<file path="src/rtl/vpc_pkg.sv">
package vpc_pkg;
    typedef enum logic [1:0] {
        ACC_CAM_RD = 2'b00,
        ACC_CAM_WR = 2'b01,
        ACC_RAM_RD = 2'b10,
        ACC_RAM_WR = 2'b11
    } acc_e;

    function automatic logic is_cam(input logic [1:0] t);
        return ~t[1];
    endfunction
endpackage

</file>
<file path="src/rtl/vpc_cmd_decode.sv">
module vpc_cmd_decode #(
    parameter int CMD_W   = 32,
    parameter int IDX_W   = 6,
    parameter int SEG_W   = 3,
    parameter int SEG_LSB = 5
) (
    input  logic                     ld_valid,
    input  logic [CMD_W-1:0]         ld_word,
    input  logic                     acc_valid,
    input  logic [SEG_W-1:0]         acc_seg,
    output logic [IDX_W-1:0]         ld_idx,
    output logic [(1<<SEG_W)-1:0]    ld_sel,
    output logic [(1<<SEG_W)-1:0]    acc_sel
);
    localparam int NUM_SEG = 1 << SEG_W;
    localparam logic [CMD_W-1:0] FIELD_MASK =
        ({CMD_W{1'b1}} << (CMD_W - IDX_W)) |
        (CMD_W'((1 << SEG_W) - 1) << SEG_LSB);

    logic [SEG_W-1:0] ld_seg;
    logic [CMD_W-1:0] unused_sbz;

    assign ld_idx     = ld_word[CMD_W-1 -: IDX_W];
    assign ld_seg     = ld_word[SEG_LSB +: SEG_W];
    assign unused_sbz = ld_word & ~FIELD_MASK;

    for (genvar s = 0; s < NUM_SEG; s++) begin : g_sel
        assign ld_sel[s]  = ld_valid  && (ld_seg  == SEG_W'(s));
        assign acc_sel[s] = acc_valid && (acc_seg == SEG_W'(s));
    end
endmodule

</file>
<file path="src/rtl/vpc_seg_slot.sv">
module vpc_seg_slot #(
    parameter int IDX_W = 6
) (
    input  logic             clk,
    input  logic             rst_n,
    input  logic             ld_hit,
    input  logic             ld_both,
    input  logic [IDX_W-1:0] ld_idx,
    input  logic             acc_hit,
    input  logic             acc_cam,
    output logic [IDX_W-1:0] victim
);
    localparam logic [IDX_W-1:0] LAST = {IDX_W{1'b1}};

    typedef struct packed {
        logic [IDX_W-1:0] victim;
        logic [IDX_W-1:0] base;
        logic             all_mode;
    } slot_t;

    slot_t st_d, st_q;

    always_comb begin
        st_d = st_q;
        if (ld_hit) begin
            st_d.victim   = ld_idx;
            st_d.all_mode = ld_both;
            if (ld_both) begin
                st_d.base = ld_idx;
            end
        end else if (acc_hit && (acc_cam || st_q.all_mode)) begin
            if (st_q.victim == LAST) begin
                st_d.victim = st_q.base;
            end else begin
                st_d.victim = st_q.victim + IDX_W'(1);
            end
        end
    end

    always_ff @(posedge clk or negedge rst_n) begin
        if (!rst_n) begin
            st_q <= '0;
        end else begin
            st_q <= st_d;
        end
    end

    assign victim = st_q.victim;
endmodule

</file>
<file path="src/rtl/victim_ptr_ctrl.sv">
module victim_ptr_ctrl #(
    parameter int CMD_W   = 32,
    parameter int IDX_W   = 6,
    parameter int SEG_W   = 3,
    parameter int SEG_LSB = 5
) (
    input  logic             clk,
    input  logic             rst_n,
    input  logic             ld_valid,
    input  logic             ld_base,
    input  logic [CMD_W-1:0] ld_word,
    input  logic             acc_valid,
    input  logic [1:0]       acc_type,
    input  logic [SEG_W-1:0] acc_seg,
    output logic [IDX_W-1:0] line_idx,
    output logic [IDX_W-1:0] dbg_victim
);
    import vpc_pkg::*;

    localparam int NUM_SEG = 1 << SEG_W;

    logic [IDX_W-1:0]              ld_idx;
    logic [NUM_SEG-1:0]            ld_sel;
    logic [NUM_SEG-1:0]            acc_sel;
    logic [NUM_SEG-1:0][IDX_W-1:0] vic_all;
    logic                          acc_cam;

    typedef struct packed {
        logic [IDX_W-1:0] dbg;
    } top_t;

    top_t r_d, r_q;

    assign acc_cam = is_cam(acc_type);

    vpc_cmd_decode #(
        .CMD_W  (CMD_W),
        .IDX_W  (IDX_W),
        .SEG_W  (SEG_W),
        .SEG_LSB(SEG_LSB)
    ) u_dec (
        .ld_valid (ld_valid),
        .ld_word  (ld_word),
        .acc_valid(acc_valid),
        .acc_seg  (acc_seg),
        .ld_idx   (ld_idx),
        .ld_sel   (ld_sel),
        .acc_sel  (acc_sel)
    );

    for (genvar s = 0; s < NUM_SEG; s++) begin : g_slot
        vpc_seg_slot #(.IDX_W(IDX_W)) u_slot (
            .clk    (clk),
            .rst_n  (rst_n),
            .ld_hit (ld_sel[s]),
            .ld_both(ld_base),
            .ld_idx (ld_idx),
            .acc_hit(acc_sel[s]),
            .acc_cam(acc_cam),
            .victim (vic_all[s])
        );
    end

    assign line_idx = vic_all[acc_seg];

    always_comb begin
        r_d = r_q;
        if (acc_valid && (acc_type == ACC_CAM_RD)) begin
            r_d.dbg = vic_all[acc_seg];
        end
    end

    always_ff @(posedge clk or negedge rst_n) begin
        if (!rst_n) begin
            r_q <= '0;
        end else begin
            r_q <= r_d;
        end
    end

    assign dbg_victim = r_q.dbg;
endmodule

</file>
<file path="config.mk">
export PLATFORM = sky130hd
export DESIGN_NAME = victim_ptr_ctrl
export DESIGN_NICKNAME = d
export VERILOG_FILES = /design/src/rtl/vpc_pkg.sv /design/src/rtl/vpc_cmd_decode.sv /design/src/rtl/vpc_seg_slot.sv /design/src/rtl/victim_ptr_ctrl.sv
export SDC_FILE = /design/constraint.sdc
export NUM_CORES = 1
export LEC_CHECK = 0
export BUFFER_PORTS_ARGS = -buffer_cell sky130_fd_sc_hd__buf_2
export CAP_MARGIN = 10
export CORE_ASPECT_RATIO = 0.9
export CORE_MARGIN = 2
export CORE_UTILIZATION = 35
export CTS_BUF_LIST = sky130_fd_sc_hd__clkbuf_4
export CTS_CLUSTER_SIZE = 14
export DETAILED_ROUTE_END_ITERATION = 8
export PLACE_DENSITY_LB_ADDON = 0.05
export SLEW_MARGIN = 15
export SYNTH_ARGS = -nofsm -noshare
export SYNTH_HDL_FRONTEND = slang
export SYNTH_SLANG_ARGS = --single-unit
export TNS_END_PERCENT = 30
</file>
<file path="constraint.sdc">
create_clock -name clk -period 1.5 [get_ports clk]
set_input_delay 0.3 -clock clk [delete_from_list [all_inputs] [get_ports clk]]
set_output_delay 0.3 -clock clk [all_outputs]
set_load 0.02 [all_outputs]
</file>
* Word-level counts from Yosys, hierarchy flattened *
Cells that the tools add are included.

storage, ports and cells
  register bits = 110
  logic and storage cells = 135
  input port bits = 42

operators by class
  reductions and logical operators = 52
  add/subtract/negate cells = 8
  equality and inequality tests = 22
  bitwise operators = 1
  order comparisons = 1
  mux-type cells = 26

operators by type and width
  operator                                                                       number
  6-bit 2-to-1 mux                                                               25
  6-bit by 1-bit adder with 6-bit output (second input constant)                 8
  6-bit equality test (second input constant)                                    8
  1-bit logical AND                                                              25
  3-bit equality test (second input constant)                                    8
  6-bit binary-select mux with 3-bit select                                      1
  2-bit AND reduction                                                            8
  2-bit nonzero test                                                             8
  3-bit by 2-bit equality test with 1-bit output (second input constant)         4
  1-bit logical OR                                                               8
  3-bit by 1-bit equality test with 1-bit output (second input constant)         2
  3-bit logical NOT                                                              2
  3-bit by 4-bit less-than comparator with 1-bit output (second input constant)  1
  2-bit logical NOT                                                              1
  1-bit inverter                                                                 1

* Longest topological paths before layout *
Gate-level depths: netlist (run 1).

  depth in word-level cells = 5
  mapped depth = 6

* Modules after synthesis *
Synthesis (run 1) repeated with hierarchy kept, for this count alone.

second synthesis, totals
  cell total of the unflattened synthesis = 644
  area total of the unflattened synthesis = 6787.8 µm²

by module, submodules not included
  module           cells each  area an instance (µm²)  instances
  vpc_seg_slot     69          734.5                   8
  victim_ptr_ctrl  70          674.4                   1
  vpc_cmd_decode   22          237.7                   1

* Worst setup path before layout (run 1) *
Ideal clock, no wire load.

  kind = input -> register
  start = input acc_seg[1]
  end = register r_q, in the netlist dbg_victim[4]
  stages = 5
  setup slack = -0.194 ns
  buffers on the path = 2
  data required time = 1.375 ns
  arrival = 1.569 ns
  setup time = 0.125 ns
  cells stage by stage = buf_4 -> buf_2 -> mux4_2 -> mux2_2 -> mux2_2

between the ends
  cells in the longest elaborated chain, start to end = 2

RTL lines
  element                                    line                   source
  start, declared                            victim_ptr_ctrl.sv:14  input logic [SEG_W-1:0] acc_seg,
  6-bit binary-select mux with 3-bit select  n/a
  6-bit 2-to-1 mux                           n/a
  net line_idx[4]                            victim_ptr_ctrl.sv:15  output logic [IDX_W-1:0] line_idx,
  end signal, assigned                       victim_ptr_ctrl.sv:77  r_q <= r_d;
  end, declared                              victim_ptr_ctrl.sv:32  top_t r_d, r_q;

The timed path passes the listed nets, and every way through them passes these cells. The select of a mux whose other input is x is not followed.
A chain may end at the register's enable or synchronous reset.

* Final worst setup path (run 1) *
  start = register g_slot[3].u_slot.st_q, in the netlist g_slot[3].u_slot.victim[0]
  end = output line_idx[0]

between the ends
  cells in the longest elaborated chain, start to end = 2

RTL lines
  element                                    line                   source
  start, declared                            vpc_seg_slot.sv:21     slot_t st_d, st_q;
  start signal, assigned                     vpc_seg_slot.sv:44     st_q <= st_d;
  6-bit binary-select mux with 3-bit select  victim_ptr_ctrl.sv:64  assign line_idx = vic_all[acc_seg];
  6-bit 2-to-1 mux (implied by the code)     victim_ptr_ctrl.sv:64
  end, declared                              victim_ptr_ctrl.sv:15

No other way between the ends. The select of a mux whose other input is x is not followed.

==> results_dict.tcl, run 1 <==
set metrics [dict create \
    status "complete, but fails checks" \
    failed_checks "negative setup slack" \
    fp.dieH_microns 130.2 \
    grt_max_degree 50 \
    grt_pass1_wl_microns 29280 \
    drt-initial-drc-count 412 \
    final_nets 765 \
    dpl.hpwl_microns 13130 \
    period_needed_ps 2201 \
    hold_violations 0 \
    max_stage_delay_ps 490 \
    clkTransAtPathRegs_ps 180 \
    whs_ps 160.8 \
    grt_usage_pct 21.01 \
    cts.path.max_buffers 2 \
    vias_per_cell 5.410 \
    numCtsBuffers 9 \
    cp_max_fo 2 \
    grt_pass1_vias 5040 \
    fin_worst_skew_ps 14.26 \
    leakage_nw 3.348 \
    layout_setup_ws_ps -701.5 \
    relSlewSlack_pct 62.57 \
    synthCells 600 \
    hold_path.class "input port to asynchronous set/reset pin" \
    vias 5204 \
    cts_tree "done" \
    place_congestion 0.9156 \
    cts_root_buffer "clkbuf_4" \
    setup_viol 33 \
    syn2layout_area_growth_pct 27.05 \
    rsz0062_at_grt "true" \
    crit_path_end_kind "primary output" \
    die-width_microns 144.2 \
    maxSlewViolCount 0 \
    grt_antenna_before_repair 2 \
    dp.cells 936 \
    syn_avg_cell_area_sq_um 10.32 \
    avgRoutedWirePerCell_microns 19.42 \
    layout-drive-gt1-share_pct 40.28 \
    wirelength_microns 18690 \
    overflow 0 \
    htree_levels 3 \
    io_buffers 30 \
    placementRows 46 \
    yosysWarnings 0 \
    powerDensity_mw_per_mm2 1224 \
    max_freq_mhz 454.2 \
    synthFlopType "dfrtp_1" \
    synth_nets 650 \
    arrival_ps 1900 \
    required_ps 1200 \
    vdd_drop_max_uv 484.5 \
    worstPathCellList "mux4_2 > mux2_4 > buf_6" \
    crit_family "multiplexers" \
    synth-edff-count 0 \
    syn_area_sq_mm 0.006195 \
    dieArea_sq_mm 0.01878 \
    cp-start-kind "flip-flop" \
    cp_num_buf_inv 1 \
    async_flop_share_pct 100.0 \
    tightest_slew_ps 561.4 \
    drtPass1Iterations 5 \
    ant_nets 0 \
    clkSinkCount 110 \
    yosysSeqAreaShare_pct 44.44 \
    io_pins 54 \
    crit_type "flip-flop to primary output" \
    core_sq_mm 0.01750 \
    slowest_stage "mux4_2" \
    synth_seq_cells 110 \
    start_util_pct 35.40 \
    layout.cells.non_filler 962 \
    finalCritPeriodShare_pct 146.8 \
    synth.distinct_cells 53 \
    drv_cap 0 \
    worstSkewPairLatency_ps 500 \
    drc 0 \
    place_ws_ps -471.5 \
]
## metal layers
layer  track usage (%)  vias to the layer above  routed length, microns
met5                 0                        -                       0
li1                  -                     2483                       -
met4             4.455                        0                     201
met3             4.110                       12                     616
met1             30.53                     2617                    9388
met2             32.80                       92                    8479
## per-stage QoR
step | area, sq um | TNS [ps] | total power, W | util (%)
3_5_place_dp | 7293 | -23780 | 0.007603 | 41.68
5_1_grt | 7868 | -8215 | 0.01026 | 44.97
2_1_floorplan | 6247 | -644.0 | 0.006041 | -
3_3_place_gp | 7293 | -21680 | 0.007583 | 41.68
6_report | 7870 | -5818 | 0.009630 | 44.98
4_1_cts | 7727 | -5604 | 0.009542 | 44.16
## worst reg2reg max path, delay by kind of cell, from the launching register on
family	cells	cell delay [ps]
flops	1	480
simple gates	2	330
buf+inv	2	310
compound gates	2	300
fa+ha+maj	1	160
## flip-flops by register name, indices dropped and copies added (netlist names)
register	cells
g_slot.u_slot.st_q	56
g_slot.u_slot.victim	48
dbg_victim	6
## synthesized netlist by cell type, drive strengths merged (12+ instances only)
cell	count	area, sq um
a31oi	12	75.07
nand2	98	367.9
nor2	27	103.9
and2	19	118.9
dfrtp	110	2753
clkbuf	23	86.33
mux2	68	765.7
a211oi	13	97.59
o31ai	32	240.2
nand4	13	81.33
o21ai	22	110.1
a21oi	14	70.07
mux2i	17	170.2
and3	15	93.84
nand3	12	60.06
## logic make-up (layout without fill, tap and decap cells)
group,count (synthesis),after routing,share of synthesized area [%]
AO/OA/AOI/OAI,121,121,13.45
adder cells (fa/ha/maj),8,8,1.616
buffers and inverters,38,158,2.585
flip-flops,110,110,44.44
multiplexers,95,95,18.80
other,0,2,0
AND/OR/NAND/NOR,228,228,19.11
## worst paths after layout
path,from,to,slack [ps],depth (start not counted)
max,g_slot[3].u_slot.victim[0],line_idx[0],-700,3
min reg2reg,g_slot[7].u_slot.st_q[0],g_slot[7].u_slot.st_q[0],490,2
min in group clk,ld_valid,g_slot[7].u_slot.victim[0],230,3
min,rst_n,g_slot[4].u_slot.st_q[6],160,2
max reg2reg,g_slot[3].u_slot.victim[0],g_slot[3].u_slot.victim[0],-170,7
max in group asynchronous,rst_n,g_slot[2].u_slot.st_q[3],790,3
## placed cells by master, fill, tap and decap left out, types with 13 or more instances in the layout
master and count:
mux2_2 57, o21ai_0 14, mux2i_1 16, buf_6 15, nand2_1 98, o31ai_1 27
buf_2 23, buf_4 91, nand4_1 13, and2_1 14, nor2_1 22, dfrtp_1 105
## area by class of cell
| class | instances | area [sq um] |
|---|---|---|
| Fill cell | 1713 | 9627 |
| Multi-Input combinational cell | 452 | 3608 |
| Sequential cell | 110 | 2759 |
| Timing Repair Buffer | 132 | 1017 |
| Tap cell | 240 | 300.3 |
| Clock inverter | 7 | 75.07 |
| Clock buffer | 9 | 67.56 |
| Inverter | 10 | 37.54 |
| Antenna cell | 2 | 5.005 |
## where the power goes
part / internal, W / leakage, nW / switching, W / total, W
registers: 0.00369 / 1.35 / 0.000588 / 0.00428
logic: 0.00201 / 1.93 / 0.00176 / 0.00377
clock network: 0.000509 / 0.0681 / 0.00107 / 0.00158
total: 0.00621 / 3.35 / 0.00342 / 0.00963
## what timing repair did
action                                  in CTS  in global routing
endpoints found under the setup margin      48                 51
resized for setup                           69                 33
setup buffers                                8                  2
hold buffers                                 1                  0
endpoints found under the hold margin      110                  0
pin swaps                                   17                 23
Power figures use the tool's default switching activity.
==> run 2, diff against run 1 <==
Settings changed: ABC_AREA set to 1, CORE_MARGIN 2 to unset.
Clock period 1.5 ns to 2.59 ns, I/O delays scaled along.
==> results_dict.tcl, run 2 <==
set metrics [dict create \
    grt_pass1_vias 5351 \
    mostFrequentLayoutCell "nand2_1" \
    final_nets 1019 \
    arrival_ps 1890 \
    busiest_layer "met1" \
    grt_max_degree 111 \
    grt_pass1_wl_microns 31820 \
    drv_cap 0 \
    drc 0 \
    finalPower_w 0.004931 \
    leakage_nw 3.626 \
    vias 5884 \
    avgRoutedWirePerCell_microns 16.38 \
    fin_setup_tns_ps 0 \
    fp.dieH_microns 133.0 \
    maxSlewViolCount 0 \
    cts_setup_buffers 0 \
    required_ps 2070 \
    whs_ps -8.914 \
    synth_seq_cells 110 \
    vias_per_cell 4.823 \
    yosysSeqAreaShare_pct 41.24 \
    synth.distinct_cells 32 \
    syn_area_sq_mm 0.006675 \
    yosysMostFrequentCell "nand2_1" \
    htree_levels 3 \
    vdd_drop_max_uv 233.1 \
    cts_tree "done" \
    synth.largest_area_cell "dfrtp_1" \
    cp-start-kind "flip-flop" \
    synth_nets 999 \
    cts.path.max_buffers 2 \
    overflow 0 \
    use_met3_pct 3.483 \
    drt-initial-drc-count 447 \
    fillers 2030 \
    tightest_slew_ps 718.4 \
    cp_max_fo 7 \
    hold_path.class "input port to asynchronous set/reset pin" \
    die-width_microns 147.6 \
    io_buffers 30 \
    syn2layout_area_growth_pct 7.460 \
    synth_area_leaders "dfrtp_1 41%, nand2_1 20%, nand3_1 8.8%" \
    dp.cells 1203 \
    layout.cells.non_filler 1220 \
    final_cell_mix "352 x nand2_1, 118 x nand3_1, 110 x dfrtp_1" \
    layout-drive-gt1-share_pct 11.81 \
    met2_usage_pct 32.00 \
    failed_checks "negative hold slack" \
    worstSkewPairLatency_ps 510 \
    largest_reg_flops 56 \
    synthFlopType "dfrtp_1" \
    numCtsBuffers 9 \
    core_sq_mm 0.01852 \
    synthTopCellsByCount "352 x nand2_1, 118 x nand3_1, 110 x dfrtp_1, 96 x inv_1, 70 x o21ai_0" \
    relSlewSlack_pct 52.11 \
    grt_usage_pct 21.59 \
    cts_root_buffer "clkbuf_4" \
    io_pins 54 \
    fin_worst_skew_ps 18.52 \
    dieArea_sq_mm 0.01963 \
    drtPass1Iterations 5 \
    synth-edff-count 0 \
    placementRows 47 \
    synthCells 949 \
    finalCritPeriodShare_pct 92.84 \
    top_register "g_slot.u_slot.st_q" \
    wirelength_microns 19990 \
    rsz0062_at_grt "false" \
    clkTransAtPathRegs_ps 180 \
    hold_violations 12 \
    grt_util_met1_pct 33.02 \
    clkSinkCount 110 \
    powerDensity_mw_per_mm2 687.4 \
    place_congestion 0.8455 \
    yosysWarnings 0 \
    syn_avg_cell_area_sq_um 7.034 \
    dpl.hpwl_microns 14590 \
    ant_nets 0 \
    status "complete, but fails checks" \
    period_needed_ps 2405 \
    synth_top_area_share_pct 41.24 \
    cts_resized 0 \
    grt_antenna_before_repair 1 \
    postCtsHoldBufs 0 \
    max_freq_mhz 415.9 \
    async_flop_share_pct 100.0 \
    crit_type "flip-flop to primary output" \
    crit_path_end_kind "primary output" \
    setup_viol 0 \
    start_util_pct 36.04 \
]
run 2: cell count changes after synthesis, moves of 13 or more:
cell	delta
nand2_1	+254
nand3_1	+106
inv_1	+86
mux2_2	-68
o21ai_0	+48
o31ai_1	-32
nor2_1	+18
o21ai_2	+18
clkbuf_1	-17
mux2i_1	-17
and3_1	-15
o21ai_1	+15
a211oi_1	-13
run 2: layout make-up:
class | instances | area (sq um) | share of cell area (%)
diodes | 1 | 2.502 | 0.03489
repair buffers | 39 | 245.2 | 3.419
flip-flops and latches | 110 | 2753 | 38.37
clock inverters | 7 | 72.57 | 1.012
well taps | 245 | 306.5 | 4.274
inverters | 107 | 409.1 | 5.704
clock buffers | 9 | 67.56 | 0.9419
multi-input cells | 702 | 3317 | 46.24
run 2: per-layer routing:
layer | routed length [microns] | vias to the layer above | part of all wire, %
li1 | - | 3078 | -
met1 | 10490 | 2712 | 52
met2 | 8708 | 83 | 44
met3 | 647 | 11 | 3.2
met4 | 141 | 0 | 0.71
met5 | 0 | - | 0
run 2: critical path, cell delays in order (launching register included):
cell and delay (ps):
dfrtp_1 480, inv_1 110, o21ai_0 260, nand2_1 90
nand3_1 90, and2_1 170, buf_2 170
run 2: per-stage QoR:
stage / worst slack, ps / util [%] / instance area [sq um]
after floorplan: 632.5 / - / 6675
after global routing: 50.40 / 38.72 / 7173
final: 185.4 / 38.72 / 7173
after CTS: 107.1 / 38.71 / 7171
after global placement: 403.0 / 37.95 / 7030
after detailed placement: 412.7 / 37.95 / 7030
run 2: kinds of logic after synthesis:
group | Yosys count | synth area share [%]
AO/OA/AOI/OAI | 121 | 10.57
XOR/XNOR | 5 | 0.6560
adder cells (fa/ha/maj) | 8 | 1.500
buffers and inverters | 137 | 9.072
flip-flops | 110 | 41.24
AND/OR/NAND/NOR | 568 | 36.96
run 2: worst paths after layout:
check,from,endpoint,slack [ps],cells after the start
max reg2reg,g_slot[3].u_slot.victim[0],g_slot[3].u_slot.victim[3],980,8
min reg2reg,dbg_victim[5],dbg_victim[5],500,2
max,g_slot[0].u_slot.victim[5],line_idx[5],190,6
min,rst_n,g_slot[1].u_slot.st_q[4],-9,2
max in group asynchronous,rst_n,g_slot[4].u_slot.victim[4],1990,2
min in group clk,ld_word[28],g_slot[7].u_slot.victim[2],340,3
run 2: report_power, final:
part / total, W / internal [W] / switching, W
combinational: 0.00143 / 0.000562 / 0.000871
sequential: 0.00257 / 0.00212 / 0.000449
clock: 0.000930 / 0.000298 / 0.000632
total: 0.00493 / 0.00298 / 0.00195
